<file path="src/rtl/lcdt_pkg.sv">
package lcdt_pkg;
    localparam int SIZE_W     = 10;
    localparam int SYNC_W     = 6;
    localparam int MARG_W     = 8;
    localparam int DIV_W      = 8;
    localparam int CNT_W      = SIZE_W + 1;
    localparam int WIDTH_BIAS = 16;

    typedef enum logic [1:0] {
        PH_SYNC   = 2'd0,
        PH_BEGIN  = 2'd1,
        PH_ACTIVE = 2'd2,
        PH_END    = 2'd3
    } phase_e;

    typedef struct packed {
        logic [SIZE_W-1:0] width;
        logic [SYNC_W-1:0] hsw;
        logic [MARG_W-1:0] hbeg;
        logic [MARG_W-1:0] hend;
        logic [SIZE_W-1:0] height;
        logic [SYNC_W-1:0] vsw;
        logic [MARG_W-1:0] vbeg;
        logic [MARG_W-1:0] vend;
        logic [DIV_W-1:0]  div;
        logic              hs_low;
        logic              vs_low;
        logic              pclk_fall;
        logic              oe_low;
        logic              dual;
    } cfg_t;
endpackage

</file>
<file path="src/rtl/lcdt_pclk.sv">
module lcdt_pclk #(
    parameter int DW = 8
) (
    input  logic          clk_i,
    input  logic          rst_ni,
    input  logic          hold_i,
    input  logic [DW-1:0] div_i,
    output logic          pclk_o,
    output logic          step_o
);
    typedef struct packed {
        logic [DW-1:0] cnt;
        logic          pclk;
    } st_t;

    st_t  st_q, st_d;
    logic tick;

    always_comb begin
        st_d = st_q;
        tick = !hold_i && (st_q.cnt == div_i);
        if (hold_i) begin
            st_d = '0;
        end else if (tick) begin
            st_d.cnt  = '0;
            st_d.pclk = ~st_q.pclk;
        end else begin
            st_d.cnt = st_q.cnt + DW'(1);
        end
    end

    always_ff @(posedge clk_i or negedge rst_ni) begin
        if (!rst_ni) st_q <= '0;
        else         st_q <= st_d;
    end

    assign pclk_o = st_q.pclk;
    assign step_o = tick & st_q.pclk;

    a_r2_div_bound: assert property (@(posedge clk_i) disable iff (!rst_ni)
        st_q.cnt <= div_i);

    a_r2_step_gap: assert property (@(posedge clk_i) disable iff (!rst_ni)
        step_o |=> !step_o);
endmodule

</file>
<file path="src/rtl/lcdt_axis.sv">
module lcdt_axis
    import lcdt_pkg::*;
#(
    parameter int CW = 11
) (
    input  logic          clk_i,
    input  logic          rst_ni,
    input  logic          step_i,
    input  logic [CW-1:0] len_sync_i,
    input  logic [CW-1:0] len_beg_i,
    input  logic [CW-1:0] len_act_i,
    input  logic [CW-1:0] len_end_i,
    output phase_e        phase_o,
    output logic [CW-1:0] cnt_o,
    output logic          wrap_o
);
    typedef struct packed {
        phase_e        ph;
        logic [CW-1:0] cnt;
    } st_t;

    st_t           st_q, st_d;
    logic [CW-1:0] cur_len;
    logic          last;
    logic          wrap;

    always_comb begin
        case (st_q.ph)
            PH_SYNC:   cur_len = len_sync_i;
            PH_BEGIN:  cur_len = len_beg_i;
            PH_ACTIVE: cur_len = len_act_i;
            default:   cur_len = len_end_i;
        endcase
        last = (st_q.cnt == cur_len - CW'(1));
        wrap = step_i && last &&
               ((st_q.ph == PH_END) ||
                ((st_q.ph == PH_ACTIVE) && (len_end_i == '0)));
        st_d = st_q;
        if (step_i) begin
            if (last) begin
                st_d.cnt = '0;
                case (st_q.ph)
                    PH_SYNC:   st_d.ph = (len_beg_i != '0) ? PH_BEGIN : PH_ACTIVE;
                    PH_BEGIN:  st_d.ph = PH_ACTIVE;
                    PH_ACTIVE: st_d.ph = (len_end_i != '0) ? PH_END : PH_SYNC;
                    default:   st_d.ph = PH_SYNC;
                endcase
            end else begin
                st_d.cnt = st_q.cnt + CW'(1);
            end
        end
    end

    always_ff @(posedge clk_i or negedge rst_ni) begin
        if (!rst_ni) st_q <= '{ph: PH_SYNC, cnt: '0};
        else         st_q <= st_d;
    end

    assign phase_o = st_q.ph;
    assign cnt_o   = st_q.cnt;
    assign wrap_o  = wrap;

    a_r4_hold_without_step: assert property (@(posedge clk_i) disable iff (!rst_ni)
        !step_i |=> $stable(st_q));

    a_r5_count_in_phase: assert property (@(posedge clk_i) disable iff (!rst_ni)
        st_q.cnt < cur_len);
endmodule

</file>
<file path="src/rtl/lcd_timing_gen.sv">
module lcd_timing_gen
    import lcdt_pkg::*;
(
    input  logic              clk_i,
    input  logic              rst_ni,
    input  logic [SIZE_W-1:0] cfg_width_i,
    input  logic [SYNC_W-1:0] cfg_hsync_w_i,
    input  logic [MARG_W-1:0] cfg_hbeg_i,
    input  logic [MARG_W-1:0] cfg_hend_i,
    input  logic [SIZE_W-1:0] cfg_height_i,
    input  logic [SYNC_W-1:0] cfg_vsync_w_i,
    input  logic [MARG_W-1:0] cfg_vbeg_i,
    input  logic [MARG_W-1:0] cfg_vend_i,
    input  logic [DIV_W-1:0]  cfg_div_i,
    input  logic              cfg_hs_low_i,
    input  logic              cfg_vs_low_i,
    input  logic              cfg_pclk_fall_i,
    input  logic              cfg_oe_low_i,
    input  logic              cfg_dual_i,
    output logic              pclk_o,
    output logic              pix_ce_o,
    output logic              hsync_o,
    output logic              vsync_o,
    output logic              oe_o,
    output logic [CNT_W-1:0]  px_o,
    output logic [CNT_W-1:0]  line_o,
    output logic [CNT_W-1:0]  line_lo_o
);
    typedef struct packed {
        logic fresh;
        cfg_t sh;
    } st_t;

    st_t  st_q, st_d;
    cfg_t cfg_in;
    logic load;

    logic             pclk_int, pix_step;
    phase_e           h_ph, v_ph;
    logic [CNT_W-1:0] h_cnt, v_cnt;
    logic             h_wrap, v_wrap;
    logic [CNT_W-1:0] h_len_sync, h_len_beg, h_len_act, h_len_end;
    logic [CNT_W-1:0] v_len_sync, v_len_beg, v_len_act, v_len_end;

    assign cfg_in = '{width: cfg_width_i, hsw: cfg_hsync_w_i, hbeg: cfg_hbeg_i,
                      hend: cfg_hend_i, height: cfg_height_i, vsw: cfg_vsync_w_i,
                      vbeg: cfg_vbeg_i, vend: cfg_vend_i, div: cfg_div_i,
                      hs_low: cfg_hs_low_i, vs_low: cfg_vs_low_i,
                      pclk_fall: cfg_pclk_fall_i, oe_low: cfg_oe_low_i,
                      dual: cfg_dual_i};

    // Settings are captured once after reset and then only when a frame wraps.
    always_comb begin
        st_d       = st_q;
        load       = st_q.fresh | v_wrap;
        st_d.fresh = 1'b0;
        if (load) st_d.sh = cfg_in;
    end

    always_ff @(posedge clk_i or negedge rst_ni) begin
        if (!rst_ni) st_q <= '{fresh: 1'b1, sh: '0};
        else         st_q <= st_d;
    end

    // Biased encodings expanded into phase lengths.
    always_comb begin
        h_len_sync = CNT_W'(st_q.sh.hsw) + CNT_W'(1);
        h_len_beg  = CNT_W'(st_q.sh.hbeg);
        h_len_act  = CNT_W'(st_q.sh.width) + CNT_W'(WIDTH_BIAS);
        h_len_end  = CNT_W'(st_q.sh.hend);
        v_len_sync = CNT_W'(st_q.sh.vsw) + CNT_W'(1);
        v_len_beg  = CNT_W'(st_q.sh.vbeg);
        v_len_act  = CNT_W'(st_q.sh.height) + CNT_W'(1);
        v_len_end  = CNT_W'(st_q.sh.vend);
    end

    lcdt_pclk #(.DW(DIV_W)) u_pclk (
        .clk_i  (clk_i),
        .rst_ni (rst_ni),
        .hold_i (st_q.fresh),
        .div_i  (st_q.sh.div),
        .pclk_o (pclk_int),
        .step_o (pix_step)
    );

    lcdt_axis #(.CW(CNT_W)) u_haxis (
        .clk_i      (clk_i),
        .rst_ni     (rst_ni),
        .step_i     (pix_step),
        .len_sync_i (h_len_sync),
        .len_beg_i  (h_len_beg),
        .len_act_i  (h_len_act),
        .len_end_i  (h_len_end),
        .phase_o    (h_ph),
        .cnt_o      (h_cnt),
        .wrap_o     (h_wrap)
    );

    lcdt_axis #(.CW(CNT_W)) u_vaxis (
        .clk_i      (clk_i),
        .rst_ni     (rst_ni),
        .step_i     (h_wrap),
        .len_sync_i (v_len_sync),
        .len_beg_i  (v_len_beg),
        .len_act_i  (v_len_act),
        .len_end_i  (v_len_end),
        .phase_o    (v_ph),
        .cnt_o      (v_cnt),
        .wrap_o     (v_wrap)
    );

    logic h_act, v_act;
    always_comb begin
        h_act     = (h_ph == PH_ACTIVE);
        v_act     = (v_ph == PH_ACTIVE);
        pclk_o    = pclk_int ^ st_q.sh.pclk_fall;
        pix_ce_o  = pix_step;
        hsync_o   = (h_ph == PH_SYNC) ^ st_q.sh.hs_low;
        vsync_o   = (v_ph == PH_SYNC) ^ st_q.sh.vs_low;
        oe_o      = (h_act && v_act) ^ st_q.sh.oe_low;
        px_o      = h_act ? h_cnt : '0;
        line_o    = v_act ? v_cnt : '0;
        line_lo_o = (st_q.sh.dual && v_act) ? (v_cnt + v_len_act) : '0;
    end

    a_r10_shadow_hold: assert property (@(posedge clk_i) disable iff (!rst_ni)
        !load |=> $stable(st_q.sh));

    a_r1_single_capture: assert property (@(posedge clk_i) disable iff (!rst_ni)
        !st_q.fresh |=> !st_q.fresh);
endmodule

</file>
<file path="config.mk">
export PLATFORM = sky130hd
export DESIGN_NAME = lcd_timing_gen
export DESIGN_NICKNAME = d
export VERILOG_FILES = /design/src/rtl/lcdt_pkg.sv /design/src/rtl/lcdt_pclk.sv /design/src/rtl/lcdt_axis.sv /design/src/rtl/lcd_timing_gen.sv
export SDC_FILE = /design/constraint.sdc
export NUM_CORES = 1
export LEC_CHECK = 0
export ABC_CLOCK_PERIOD_IN_PS = 5030
export BUFFER_PORTS_ARGS = -buffer_cell sky130_fd_sc_hd__buf_2
export CORE_AREA = 2 2 164 166
export DETAILED_ROUTE_END_ITERATION = 10
export DIE_AREA = 0 0 166 168
export GPL_ROUTABILITY_DRIVEN = 0
export GPL_TIMING_DRIVEN = 1
export PLACE_DENSITY_LB_ADDON = 0.25
export SYNTH_ARGS = -nofsm -noshare
export SYNTH_HDL_FRONTEND = slang
export SYNTH_SLANG_ARGS = --single-unit
</file>
<file path="constraint.sdc">
create_clock -name clk_i -period 5.03 [get_ports clk_i]
set_clock_uncertainty 0.05 [all_clocks]
set_input_delay 0.503 -clock clk_i [delete_from_list [all_inputs] [get_ports clk_i]]
set_output_delay 0.503 -clock clk_i [all_outputs]
set_load 0.01 [all_outputs]
</file>
**Word-level counts from Yosys, hierarchy flattened**

Cells that the tools add are included.

- Flip-flop bits (word level): 113
- Latch bits: 0
- Memory bits (writable): 0
- Memory bits (read-only): 0
- Output and inout bits: 38
- Memories kept: 0

- Add/subtract/negate cells: 10
- Multipliers: 0
- Divide/modulo/power cells: 0
- Order comparisons: 0
- Eq/ne operators: 9
- Shift-type cells: 0
- Multiplexer cells: 16
- Bitwise gates (word level): 7
- Reductions and logical operators: 23

Operator list:

| kind | count |
|---|---|
| one-hot mux 11 bit (3 select lines) | 2 |
| two-way mux 11 bit | 5 |
| nonzero test 11 bit | 4 |
| adder 11 x 1 -> 11 bit, second input constant | 2 |
| == test 11 bit | 2 |
| zero test 11 bit | 2 |
| subtractor 11 x 1 -> 11 bit, second input constant | 2 |
| adder 6 x 1 -> 7 bit, second input constant | 2 |
| one-hot mux 2 bit (3 select lines) | 2 |
| adder 10 x 1 -> 11 bit, second input constant | 1 |
| adder 10 x 5 -> 11 bit, second input constant | 1 |
| adder 11 bit | 1 |
| logical AND 1 bit | 9 |
| two-way mux 9 bit | 1 |
| adder 8 x 1 -> 8 bit, second input constant | 1 |
| == test 2 bit, second input constant | 4 |
| == test 8 bit | 1 |
| two-way mux 2 bit | 4 |
| two-way mux 8 bit | 1 |
| == test 2 x 1 -> 1 bit, second input constant | 2 |
| zero test 2 bit | 2 |
| AND reduction 2 bit | 2 |
| XOR 1 bit | 4 |
| logical OR 1 bit | 2 |
| 6 further kinds | 6 |

**Logic depth before layout (Yosys ltp)**

Gate-level depths: netlist (run 1).

- Word-level depth: 9
- Mapped depth: 18

**Hierarchy**

A second synthesis (run 1) with hierarchy kept.

- Cell total of the unflattened synthesis: 662
- Area, all modules: 7221.9 µm²

Modules (own cells, without submodules):

| module | times used | cells each | area an instance (µm²) | seq. area each (µm²) |
|---|---|---|---|---|
| lcd_timing_gen | 1 | 321 | 3940.0 | 1953.1 |
| lcdt_axis | 2 | 147 | 1400.1 | 325.3 |
| lcdt_pclk | 1 | 47 | 481.7 | 225.2 |

**Worst setup path before layout (run 1)**

No wires, ideal clock.

- Kind: flip-flop to flip-flop
- From: register u_haxis.st_q, in the netlist u_haxis.phase_o[0]
- To: register st_q, in the netlist h_len_beg[7]
- Library setup time: 125 ps
- Arrival: 4019 ps
- Data required time: 4855 ps
- Path slack: 836 ps
- Cell stages (with the launch flop): 19
- Cell sequence: dfrtp_1 buf_2 inv_1 mux4_2 inv_1 ha_1 buf_1 nand2_1 a211o_1 a22oi_1 or3b_1 a2111oi_2 o2111a_2 and4_1 buf_4 a41oi_4 buf_6 buf_6 mux2_4

- Longest elaborated chain between the ends: 9

RTL lines:

| item | RTL line | RTL |
|---|---|---|
| start, declared | lcdt_axis.sv:22 | `st_t st_q, st_d;` |
| start signal, assigned | lcdt_axis.sv:55 | `if (!rst_ni) st_q <= '{ph: PH_SYNC, cnt: '0};` |
| start signal, assigned | lcdt_axis.sv:56 | `else st_q <= st_d;` |
| == test 2 bit, or another cell as far along | lcdt_axis.sv:28, lcdt_axis.sv:37 |  |
| one-hot mux 11 bit (3 select lines) | lcdt_axis.sv:28 | `case (st_q.ph)` |
| subtractor 11 x 1 -> 11 bit | lcdt_axis.sv:34 | `last = (st_q.cnt == cur_len - CW'(1));` |
| == test 11 bit | lcdt_axis.sv:34 |  |
| logical AND 1 bit | lcdt_axis.sv:35 | `wrap = step_i && last &&` |
| logical AND 1 bit * (3 in a row) | lcdt_axis.sv:35 |  |
| bitwise OR 1 bit * | lcd_timing_gen.sv:55 | `load = st_q.fresh \| v_wrap;` |
| end signal, assigned | lcd_timing_gen.sv:61 | `if (!rst_ni) st_q <= '{fresh: 1'b1, sh: '0};` |
| end signal, assigned | lcd_timing_gen.sv:62 | `else st_q <= st_d;` |
| end, declared | lcd_timing_gen.sv:34 | `st_t st_q, st_d;` |

Mark *: on every way between the ends. The rest lies on a longest branch, timed or not.
A chain may end at the register's enable or synchronous reset.

**Final worst setup path (run 1)**

- From: register u_haxis.st_q, in the netlist u_haxis.phase_o[0]
- To: register st_q[44] (netlist bit)

Same word-level chain as after synthesis.

==> results of run 1 <==
## placed cells by master, fill, tap and decap left out, drive strengths merged, types with 5 or more instances in the layout
| master | synthesis | layout |
|---|---|---|
| buf | 20 | 129 |
| dfrtp | 112 | 112 |
| mux2 | 81 | 81 |
| nor2 | 54 | 54 |
| nand3 | 45 | 45 |
| nand2 | 45 | 45 |
| xnor2 | 40 | 40 |
| o21ai | 32 | 32 |
| inv | 28 | 29 |
| clkbuf | 24 | 20 |
| xor2 | 19 | 19 |
| ha | 19 | 19 |
| nor3 | 16 | 16 |
| and2 | 15 | 15 |
| nor4 | 15 | 15 |
| nand4 | 14 | 14 |
| a21oi | 14 | 14 |
| nand2b | 12 | 12 |
| a21o | 12 | 12 |
| and3 | 10 | 10 |
| mux2i | 9 | 9 |
| and4 | 9 | 9 |
| clkinv | 1 | 9 |
| or4 | 7 | 7 |
| nor2b | 6 | 6 |
| or3 | 6 | 6 |
| o211ai | 6 | 6 |
| a31oi | 6 | 6 |
| a211oi | 6 | 6 |
| or2 | 5 | 5 |
| nor3b | 5 | 5 |
| a211o | 5 | 5 |
| o31ai | 5 | 5 |
| o32ai | 5 | 5 |
## critical path, delay by kind of cell, from the launching register on
kind	cells	cell delay [ns]
and+or+nand+nor	3	0.74
AOI/OAI and AO/OA	5	1.25
muxes	2	0.75
DFF	1	0.63
adders and majority gates	1	0.30
buffers and inverters	3	0.60
## state kept, by name (all words and copies together), names as in the netlist
| register | flops |
|---|---|
| h_len_beg | 8 |
| h_len_end | 8 |
| st_q | 62 |
| u_haxis.cnt_o | 11 |
| u_haxis.phase_o | 2 |
| u_pclk.pclk_o | 1 |
| u_pclk.st_q | 8 |
| u_vaxis.cnt_o | 11 |
| u_vaxis.phase_o | 2 |
## report_power, final
| part | internal, W | switching, W | leakage, nW |
|---|---|---|---|
| clock | 0.000680 | 0.000451 | 0.264 |
| sequential | 0.000975 | 0.0000838 | 1.39 |
| combinational | 0.000208 | 0.000195 | 2.28 |
## path summary, 6_finish.rpt
| kind | start | endpoint | slack [ns] |
|---|---|---|---|
| worst min-delay path | cfg_width_i[2] | st_q[69] | 0.26 |
| min in group asynchronous | rst_ni | u_haxis.cnt_o[4] | 0.40 |
| worst min register to register | u_pclk.st_q[1] | u_pclk.st_q[1] | 0.47 |
| max in group asynchronous | rst_ni | st_q[30] | 3.39 |
| worst max register to register | u_haxis.phase_o[0] | st_q[44] | 0.57 |
| worst max-delay path | u_haxis.phase_o[0] | st_q[44] | 0.57 |
## routing by layer
layer / up-vias / track usage [%]
li1: 3091 / -
met3: 17 / 3.362
met1: 3097 / 20.83
met2: 137 / 23.98
met5: - / 0
met4: 0 / 4.423
## logic make-up after synthesis
kind of cell               after synthesis  share of synthesized area, %
buffers and inverters                   73                         4.186
AOI/OAI and AO/OA                      140                         13.57
muxes                                   94                         15.68
other                                    1                       0.04881
xor gates and xnor gates                60                         7.036
DFF                                    113                         36.82
adders and majority gates               20                         3.355
and+or+nand+nor                        277                         19.30
## final cells by class
cell class	count	area [um^2]
Timing Repair Buffer	130	703.2
Sequential cell	113	2829
Fill cell	2646	17200
Inverter	29	108.9
Antenna cell	1	2.502
Clock buffer	20	436.7
Tap cell	341	426.7
Clock inverter	12	112.6
Multi-Input combinational cell	592	4532
## stage by stage
stage	util [%]	total power [W]
3_3_place_gp	32.60	0.001474
4_1_cts	34.72	0.002626
2_1_floorplan	-	0.001343
5_1_grt	34.72	0.002724
3_5_place_dp	32.60	0.001478
6_report	34.73	0.002593
## repair_timing
item / in CTS / in global routing
hold buffers: 1 / 0
resized for setup: 0 / 0
hold endpoints to repair: 5 / 0
setup buffers: 0 / 0
==> results.rst, run 1 <==
.. list-table::
   :header-rows: 1

   * - Metric
     - Value
   * - Run status
     - complete, no violations
   * - Skew-Pair Late Insertion Delay
     - roughly 0.42 ns
   * - Static power due to leakage
     - 3.944 nW
   * - Number of instances on the worst hold path
     - 2
   * - CTS H-tree depth
     - 4
   * - Power density over cell area
     - approximately 280 nW/um^2
   * - Starting DRC count in detailed routing
     - 388
   * - Cell taking the most area after synthesis
     - dfrtp_1
   * - Most frequent cell on the critical path
     - inv_1
   * - Starting Density
     - 29.15%
   * - Number of vias after detailed routing
     - roughly 6,300
   * - Top-level I/O count
     - between 100 and 150
   * - Post-synth cell types
     - slightly below 80
   * - Count of endpoints failing hold in the final timing report
     - 0
   * - Final routed wirelength across all metal layers
     - 20,820 um
   * - TritonCTS clock tree
     - built
   * - Most frequent cell after synthesis
     - dfrtp_1
   * - Worst-margin pin slew
     - 0.9527 ns
   * - Port Buf Inserts
     - between 100 and 150
   * - Cell Area, Synth
     - approximately 7700 um^2
   * - Global-route wire length before repair
     - around 34,000 um
   * - Top FF cell, synth
     - dfrtp_1
   * - CP required
     - 5.29 ns
   * - Yosys top cell area share
     - 36.48%
   * - Pre-CTS setup slack
     - ~0.6 ns
   * - Max Root-Sink Buffers
     - 2
   * - Sum of overflow across all layers after global routing
     - 0
   * - Fin nets
     - 982
   * - Top cells by area in the synthesized netlist
     - dfrtp_1, mux2_2, mux2_4, xnor2_1, ha_1
   * - Setup CP Type
     - flip-flop to flip-flop
   * - Worst Hold Slack
     - 0.2610 ns
   * - Worst-path cell chain
     - inv_1, mux4_2, inv_1, ha_1, nand2_1, a211o_1, a22oi_1, or3b_1, a2111oi_2, o2111a_2, and4_1, a41oi_4, buf_12, mux2_4
   * - Largest net degree at the start of global routing
     - 70
   * - Detailed-route wire length on metal 1
     - between 10,000 and 15,000 um
   * - Area of placed instances
     - approximately 8600 um^2
   * - WL met3
     - just under 900 um
   * - Std-Cell Rows
     - 60
   * - Max-Cap Viols
     - 0
   * - Library cell contributing the largest single delay on the critical path
     - dfrtp_1
   * - Share of final-layout standard cells stronger than drive strength 1
     - 28.57%
   * - Die height
     - around 170 um
   * - Cell area after layout
     - between 9000 and 10,000 um^2
   * - Clock root cell
     - clkbuf_16
   * - IR Drop Worst-Case VDD
     - ~0.24 mV
   * - CP Capture Type
     - flip-flop
   * - Post-synthesis sequential element count
     - 113
   * - Cells on worst reg2reg path
     - 14
   * - Final setup violation count
     - 0
   * - Total negative setup slack
     - 0 ns
   * - Share of flip-flops with an asynchronous set or reset after synthesis
     - 100.0%
   * - Commonest cells post-synth
     - dfrtp_1, nor2_1, mux2_2
   * - Die ar.
     - around 28,000 um^2
   * - Final Non-Filler Cells
     - roughly 1,200
   * - Pins over their slew limit
     - 0
   * - Kind of start point of the critical path
     - flip-flop
   * - Met2 wire len
     - 9638 um
   * - Clock buffer count from CTS
     - 17
   * - Worst Hold Class
     - input pin to flip-flop
   * - CP peak stage delay
     - about 0.63 ns
   * - Data arrival time of the critical path
     - 4.72 ns
   * - Number of placed instances, taps included
     - between 1,000 and 1,500
   * - Number of nets with antenna violations after detailed routing
     - 0
   * - Clock transition time at the flip-flop clock pins of the worst setup and hold paths
     - roughly 0.06 ns
   * - Number of nets produced by synthesis
     - a little under 900
   * - Final worst path period need
     - about 4.5 ns
   * - Max FO, Critical Path
     - between 60 and 70
   * - First-pass detailed-route iteration total
     - 5
   * - Setup repair after global routing missed its margin
     - false
   * - Number of warnings printed during yosys synthesis
     - 0
   * - Die Span X
     - between 150 and 200 um
   * - Area Growth Syn to Fin
     - 19.12%
   * - Synthesized area divided by synthesized cell count
     - between 9 and 10 um^2
   * - Via count of the first global-routing pass
     - ~6,200
   * - Post-route worst setup slack
     - 0.5693 ns
   * - Highest routing layer actually used
     - met4
   * - Drc violations
     - 0
   * - Register area share after synthesis
     - a little under two fifths
   * - Detailed-route wire length per cell
     - 16.82 um
   * - Total clock sinks
     - about 110
   * - Number of instances in the synthesized netlist
     - roughly 780
   * - Final worst-path cycle share
     - 88.68%
   * - Antenna violations before repair
     - 1
   * - Global-route usage over all layers
     - between 10% and 20%
   * - Detailed-placement wirelength estimate
     - about 16,000 um
   * - Placeable core area
     - 26,350 um^2
   * - Via/cell ratio
     - around 5.1
   * - Number of synthesized flops with an enable pin
     - 0
   * - Maximum clock frequency
     - about 0.22 GHz
   * - Worst rel slew slack
     - between 30 and 40%
No activity file was read; power rests on OpenSTA's default activity.
==> run 2: changes to the inputs <==
--- a/config.mk
+++ b/config.mk
@@ -6,13 +6,14 @@
 export NUM_CORES = 1
 export LEC_CHECK = 0
 export ABC_CLOCK_PERIOD_IN_PS = 5030
-export BUFFER_PORTS_ARGS = -buffer_cell sky130_fd_sc_hd__buf_2
 export CORE_AREA = 2 2 164 166
 export DETAILED_ROUTE_END_ITERATION = 10
 export DIE_AREA = 0 0 166 168
+export DONT_BUFFER_PORTS = 1
 export GPL_ROUTABILITY_DRIVEN = 0
 export GPL_TIMING_DRIVEN = 1
 export PLACE_DENSITY_LB_ADDON = 0.25
+export SLEW_MARGIN = 20
 export SYNTH_ARGS = -nofsm -noshare
 export SYNTH_HDL_FRONTEND = slang
 export SYNTH_SLANG_ARGS = --single-unit
==> run 2 against run 1 <==
Non-clock buffer count shrank 118. Sequential power is essentially flat. Cell count is 9.5% lower. Routed wire length fell by 0.99%. Critical path type unchanged. Combinational power down 8.2%. Via count decreased by 6.0%. Clock power is 19% higher. Largest cell class unchanged.
==> results.rst, run 2 (same netlist as run 1, synthesis figures left out) <==
.. list-table::
   :header-rows: 1

   * - Metric
     - Value
   * - Library cell contributing the largest single delay on the critical path
     - mux4_2
   * - Via count of the first global-routing pass
     - 5,852 (-5.4%)
   * - Kind of start point of the critical path
     - flip-flop
   * - Data arrival time of the critical path
     - 4.62 ns (-0.10 ns)
   * - Global-route usage over all layers
     - 15.10% (-0.060 points)
   * - Setup CP Type
     - flip-flop to flip-flop
   * - Std-Cell Rows
     - 60 (unchanged)
   * - TritonCTS clock tree
     - built
   * - Worst-path cell chain
     - inv_1, mux4_2, inv_1, ha_1, nand2_1, a211o_1, a22oi_1, or3b_1, a2111oi_2, o2111a_2, and4_1, a41oi_4, buf_12, mux2_4
   * - Gate family responsible for the most delay along the worst path
     - compound AO/OA/AOI/OAI gates
   * - Clock buffer count from CTS
     - 17 (unchanged)
   * - Sum of overflow across all layers after global routing
     - 0 (unchanged)
   * - CP Capture Type
     - flip-flop
   * - Commonest cells after routing, fill and taps aside
     - dfrtp_1, nor2_1, mux2_2
   * - Max-Cap Viols
     - 0 (unchanged)
   * - Post-cts sizing count
     - 0 (unchanged)
   * - IR Drop Worst-Case VDD
     - 0.2481 mV (+5.4%)
   * - Placeable core area
     - 26,350 um^2 (unchanged)
   * - Most common cell after layout, fill and taps aside
     - dfrtp_1
   * - CP required
     - 5.29 ns (about the same)
   * - Worst Hold Slack
     - 0.1625 ns (-0.09853 ns)
   * - CTS H-tree depth
     - 4 (unchanged)
   * - CP peak stage delay
     - 0.60 ns (-0.03 ns)
   * - Global-route wire length before repair
     - 33,400 um (-1.8%)
   * - Antenna violations before repair
     - 3 (+2)
   * - Drc violations
     - 0 (unchanged)
   * - Starting DRC count in detailed routing
     - 375 (-3.4%)
   * - Multi-input gate area in the final layout
     - 4532 um^2 (unchanged)
   * - Clock root cell
     - clkbuf_16
   * - Final worst path period need
     - 4.367 ns (-0.09376 ns)
   * - Run status
     - complete, no violations
   * - Worst Hold Class
     - input pin to flip-flop
   * - Detailed-route wire length per cell
     - 18.40 um (+9.4%)
   * - Die height
     - 168 um (unchanged)
   * - Port Buf Inserts
     - 0 (-100%)
   * - Total negative setup slack
     - 0 ns (unchanged)
   * - Storage element area
     - 2829 um^2 (unchanged)
   * - Buffers & Inverters on Critical Path
     - 3 (unchanged)
   * - Final setup violation count
     - 0 (unchanged)
   * - Power density over cell area
     - 320.1 nW/um^2 (+13%)
   * - Number of vias after detailed routing
     - 5,960 (-6.0%)
   * - Worst-margin pin slew
     - 0.8366 ns (-0.1162 ns)
   * - Worst rel slew slack
     - 44.11% (+7.6 points)
   * - Skew-Pair Late Insertion Delay
     - 0.43 ns (about the same)
   * - Area Growth Syn to Fin
     - 13.05%
   * - Number of nets with antenna violations after detailed routing
     - 0 (unchanged)
   * - Count of endpoints failing hold in the final timing report
     - 0 (unchanged)
   * - Number of post-CTS setup repair buffers
     - 0 (unchanged)
   * - Final routed wirelength across all metal layers
     - 20,610 um (-0.99%)
   * - Fin nets
     - 864 (-12%)
   * - Total clock sinks
     - 113 (unchanged)
   * - Flip-flop count of the largest register after layout
     - 62 (unchanged)
   * - Die Span X
     - 166 um (unchanged)
   * - Via/cell ratio
     - 5.321 (+3.9%)
   * - Setup repair after global routing missed its margin
     - false
   * - First-pass detailed-route iteration total
     - 5 (unchanged)
   * - Largest reg by FF count
     - st_q
   * - Final worst-path cycle share
     - 86.82% (-1.9 points)
   * - Starting Density
     - 29.15% (unchanged)
   * - Largest net degree at the start of global routing
     - 114 (+63%)
   * - Total of hold buffers inserted after clock tree synthesis
     - 2 (+1)
   * - Share of final-layout standard cells stronger than drive strength 1
     - 18.12% (-10 points)
   * - Die ar.
     - 27,890 um^2 (unchanged)
   * - Static power due to leakage
     - 3.475 nW (-12%)
   * - Top-level I/O count
     - 117 (unchanged)
   * - Tot Pwr
     - 0.002780 W (+7.2%)
   * - Detailed-placement wirelength estimate
     - 15,290 um (-1.5%)
   * - Clock transition time at the flip-flop clock pins of the worst setup and hold paths
     - 0.07 ns (about the same)
   * - Most frequent cell on the critical path
     - inv_1
   * - Max Root-Sink Buffers
     - 2 (unchanged)
   * - Max FO, Critical Path
     - 77 (+15%)
   * - Number of filler cells placed in the layout
     - 2,681 (+1.3%)
   * - Maximum clock frequency
     - 0.2290 GHz (+2.1%)
   * - Pins over their slew limit
     - 0 (unchanged)
## run 2: changes by cell type in the layout (fill, tap and decap cells not counted), moves of 3 or more
cell	before	now
buf_4	13	9
bufinv_16	1	5
buf_2	115	0
clkinv_4	5	1
clkbuf_1	3	0
## run 2: per-layer routing
metal  vias to the layer above  track usage, %  part of all wire [%]
met5                         -               0                  0.12
met4                         4           5.104                   2.0
met3                        36           3.949                   5.3
met2                       155           24.19                    47
met1                      2903           19.84                    46
li1                       2862               -                     -
## run 2: area by class of cell
| type | count | share of cell area, % |
|---|---|---|
| tap | 341 | 4.913 |
| multi-input combinational | 592 | 52.18 |
| inverter | 29 | 1.253 |
| timing repair buffer | 12 | 1.441 |
| clock buffer | 19 | 5.215 |
| clock inverter | 13 | 2.392 |
| sequential | 113 | 32.57 |
| antenna | 1 | 0.02881 |
## run 2: path summary, 6_finish.rpt
path | from | end | slack (ns) | cells past startpoint
worst max-delay path | u_haxis.phase_o[1] | st_q[73] | 0.66 | 14
worst min-delay path | cfg_height_i[9] | st_q[44] | 0.16 | 1
worst max register to register | u_haxis.phase_o[1] | st_q[73] | 0.66 | 14
worst min register to register | u_pclk.st_q[1] | u_pclk.st_q[1] | 0.45 | 1
max in group asynchronous | rst_ni | u_pclk.st_q[8] | 3.81 | 2
min in group asynchronous | rst_ni | u_vaxis.cnt_o[5] | 0.66 | 2
## run 2: metrics by stage
step	utilization [%]	std cells	area, um^2	setup WS (ns)
global route	32.95	1119	8682	0.2511
floorplan	-	778	7682	0.8361
global placement	30.30	1085	7984	0.7549
finish	32.96	1120	8685	0.6631
CTS	32.95	1119	8682	0.6158
detailed placement	30.30	1085	7984	0.6505
## run 2: where the power goes
part	switching, W	internal [W]
combinational	0.000185	0.000186
sequential	0.0000834	0.000975
clock	0.000447	0.000904
==> run 3: changes to the inputs <==
--- a/config.mk
+++ b/config.mk
@@ -6,9 +6,9 @@
 export NUM_CORES = 1
 export LEC_CHECK = 0
 export ABC_CLOCK_PERIOD_IN_PS = 5030
-export CORE_AREA = 2 2 164 166
+export CORE_AREA = 3 3 165 167
 export DETAILED_ROUTE_END_ITERATION = 10
-export DIE_AREA = 0 0 166 168
+export DIE_AREA = 0 0 168 170
 export DONT_BUFFER_PORTS = 1
 export GPL_ROUTABILITY_DRIVEN = 0
 export GPL_TIMING_DRIVEN = 1
==> run 3 against run 2 <==
Maximum frequency fell by 2.5%. Hold slack better by 0.018 ns. Clock power is essentially flat. Cell count down 0.71%. Count of clock-buffer cells in the layout unchanged. Utilization is 0.50 points higher. Critical path depth is 1 lower. Worst setup slack lost 0.11 ns. Sequential cell count unchanged. Critical endpoint is now line_lo_o[10]. Largest cell class unchanged. Largest power group unchanged. Highest routed layer unchanged.
==> results.rst, run 3 (same netlist as run 1, synthesis figures left out) <==
.. list-table::
   :header-rows: 1

   * - Metric
     - Value
   * - Run status
     - complete, no violations
   * - Largest reg by FF count
     - st_q
   * - Static power due to leakage
     - 3.475 nW (about the same)
   * - Number of vias after detailed routing
     - 5,870 (-1.5%)
   * - Setup repair after global routing missed its margin
     - false
   * - Switching part of the total power
     - 25.43% (-0.30 points)
   * - Pins over their slew limit
     - 0 (unchanged)
   * - Largest net degree at the start of global routing
     - 114 (unchanged)
   * - Fin nets
     - 863 (-0.12%)
   * - Top-level I/O count
     - 117 (unchanged)
   * - Total clock sinks
     - 113 (unchanged)
   * - Met1 usage
     - 19.54% (-0.31 points)
   * - Starting Density
     - 29.65% (+0.49 points)
   * - First-pass detailed-route iteration total
     - 4 (-1)
   * - Skew-Pair Late Insertion Delay
     - 0.42 ns (about the same)
   * - Setup CP Type
     - flip-flop to output pin
   * - Internal cell power
     - 0.002066 W (about the same)
   * - Port Buf Inserts
     - 0 (unchanged)
   * - Final worst path period need
     - 4.480 ns (+0.1126 ns)
   * - Combinational power share
     - 13.4% (about the same)
   * - Kind of start point of the critical path
     - flip-flop
   * - Met2 track demand over resource in global routing
     - 23.10% (-1.1 points)
   * - Final worst-path cycle share
     - 89.06% (+2.2 points)
   * - CTS H-tree depth
     - 4 (unchanged)
   * - IR Drop Worst-Case VDD
     - 0.2373 mV (-4.4%)
   * - Flip-flop count of the largest register after layout
     - 62 (unchanged)
   * - Tot Pwr
     - 0.002770 W (-0.36%)
   * - Via count of the first global-routing pass
     - 5,821 (-0.53%)
   * - Max-Cap Viols
     - 0 (unchanged)
   * - Final design utilization
     - 33.45% (+0.50 points)
   * - Starting DRC count in detailed routing
     - 419 (+12%)
   * - Antenna violations before repair
     - 4 (+1)
   * - Power density over cell area
     - 319.6 nW/um^2 (-0.17%)
   * - Drc violations
     - 0 (unchanged)
   * - Die height
     - 170 um (+1.2%)
   * - Worst rel slew slack
     - 52.28% (+8.2 points)
   * - Global-route usage over all layers
     - 14.46% (-0.64 points)
   * - Number of post-CTS setup repair buffers
     - 0 (unchanged)
   * - Data arrival time of the critical path
     - 3.93 ns (-0.69 ns)
   * - Commonest cells after routing, fill and taps aside
     - dfrtp_1, nor2_1, mux2_2
   * - Clock root cell
     - clkbuf_16
   * - Met3 usage in global routing
     - 4.019% (+0.069 points)
   * - Final routed wirelength across all metal layers
     - 20,490 um (-0.56%)
   * - Most common cell after layout, fill and taps aside
     - dfrtp_1
   * - Std-Cell Rows
     - 59 (-1.7%)
   * - Die Span X
     - 168 um (+1.2%)
   * - Clock transition time at the flip-flop clock pins of the worst setup and hold paths
     - 0.06 ns (about the same)
   * - Portion of total power attributed to the clock network
     - 48.5% (about the same)
   * - Number of filler cells placed in the layout
     - 2,600 (-3.0%)
   * - Number of nets with antenna violations after detailed routing
     - 0 (unchanged)
   * - Worst Hold Class
     - input pin to flip-flop
   * - Most used routing layer in global routing
     - met2
   * - Power share of the sequential group
     - 38.2% (about the same)
   * - Max FO, Critical Path
     - 7 (-91%)
   * - Die ar.
     - 28,560 um^2 (+2.4%)
   * - CP required
     - 4.48 ns (-0.81 ns)
   * - Count of endpoints failing hold in the final timing report
     - 0 (unchanged)
   * - Sum of overflow across all layers after global routing
     - 0 (unchanged)
   * - Area Growth Syn to Fin
     - 12.83%
   * - TritonCTS clock tree
     - built
   * - Global-route wire length before repair
     - 33,040 um (-1.1%)
   * - Max Root-Sink Buffers
     - 2 (unchanged)
   * - Switching power
     - 0.0007045 W (-1.5%)
   * - Area of placed instances
     - 7969 um^2 (-0.19%)
   * - CP Capture Type
     - output pin
   * - Detailed-placement wirelength estimate
     - 15,280 um (about the same)
   * - Detailed-route wire length per cell
     - 18.43 um (+0.15%)
   * - Worst-margin pin slew
     - 0.7061 ns (-0.1304 ns)
   * - Via/cell ratio
     - 5.279 (-0.80%)
   * - Maximum clock frequency
     - 0.2232 GHz (-2.5%)
   * - Share of final-layout standard cells stronger than drive strength 1
     - 18.02% (-0.11 points)
   * - Final setup violation count
     - 0 (unchanged)
   * - Clock buffer count from CTS
     - 17 (unchanged)
   * - Cell area after layout
     - 8668 um^2 (-0.19%)
   * - Total negative setup slack
     - 0 ns (unchanged)
   * - Antenna Diode Count
     - 0 (-1)
   * - Placeable core area
     - 25,910 um^2 (-1.7%)
## run 3: cell types whose count changed in the layout (fill, tap and decap cells not counted), sizes merged
cell	previous run	this run
clkinv	4	6
buf	11	10
clkinvlp	4	3
diode	1	0
inv	29	28
## run 3: timing repair
item,in CTS,in global routing
resized for setup,0,0
endpoints found under the setup margin,0,0
hold buffers,1,1
endpoints found under the hold margin,113,1
## run 3: per-layer routing
layer / wire length [um] / share of wire (%) / vias up
met1: 9522 / 46 / 2815
met3: 1122 / 5.5 / 27
met4: 249 / 1.2 / 8
li1: - / - / 2865
met5: 48 / 0.23 / -
met2: 9551 / 47 / 155
## run 3: final timing paths
check	startpoint	to	slack (ns)	depth (start not counted)
min in group asynchronous	rst_ni	st_q[1]	0.65	2
hold / removal	cfg_height_i[9]	st_q[44]	0.18	1
setup reg to reg	u_haxis.phase_o[0]	u_vaxis.phase_o[1]	0.57	13
setup / recovery	st_q[35]	line_lo_o[10]	0.55	13
max in group asynchronous	rst_ni	st_q[25]	3.78	2
hold reg to reg	st_q[68]	st_q[68]	0.46	1
## run 3: critical path, cell delays in order (launching register included)
cell	delay, ns
dfrtp_1	0.47
ha_1	0.28
xnor2_1	0.34
inv_1	0.10
ha_1	0.31
nor2b_1	0.15
o21ai_0	0.19
a21boi_0	0.15
o21ai_0	0.22
a21boi_0	0.15
o21ai_0	0.34
a21oi_1	0.13
or3_1	0.38
a21oi_1	0.29
## run 3: stage by stage
| stage | worst slack (ns) | hold WS, ns | instances |
|---|---|---|---|
| finish | 0.5505 | 0.1806 | 1112 |
| global route | 0.1525 | 0.1615 | 1112 |
| CTS | 0.5400 | 0.02443 | 1111 |
| detailed placement | 0.5629 | 0.1685 | 1078 |
| global placement | 0.6642 | 0.1679 | 1078 |
| floorplan | 0.8361 | 0.1574 | 778 |
## run 3: power by group through the flow
stage	Clock [W]	Sequential (W)	Combinational, W
global placement	0	0.00107	0.000346
floorplan	0	0.00103	0.000311
detailed placement	0	0.00107	0.000349
finish	0.00134	0.00106	0.000370
CTS	0.00137	0.00106	0.000373
global route	0.00142	0.00107	0.000415
## run 3: cell type report
| class | count | area, um^2 | share of cell area, % |
|---|---|---|---|
| Multi-Input combinational cell | 592 | 4532 | 52.28 |
| Sequential cell | 113 | 2829 | 32.64 |
| Clock buffer | 19 | 452.9 | 5.225 |
| Tap cell | 335 | 419.2 | 4.835 |
| Clock inverter | 13 | 209.0 | 2.411 |
| Timing Repair Buffer | 11 | 117.6 | 1.357 |
| Inverter | 29 | 108.9 | 1.256 |
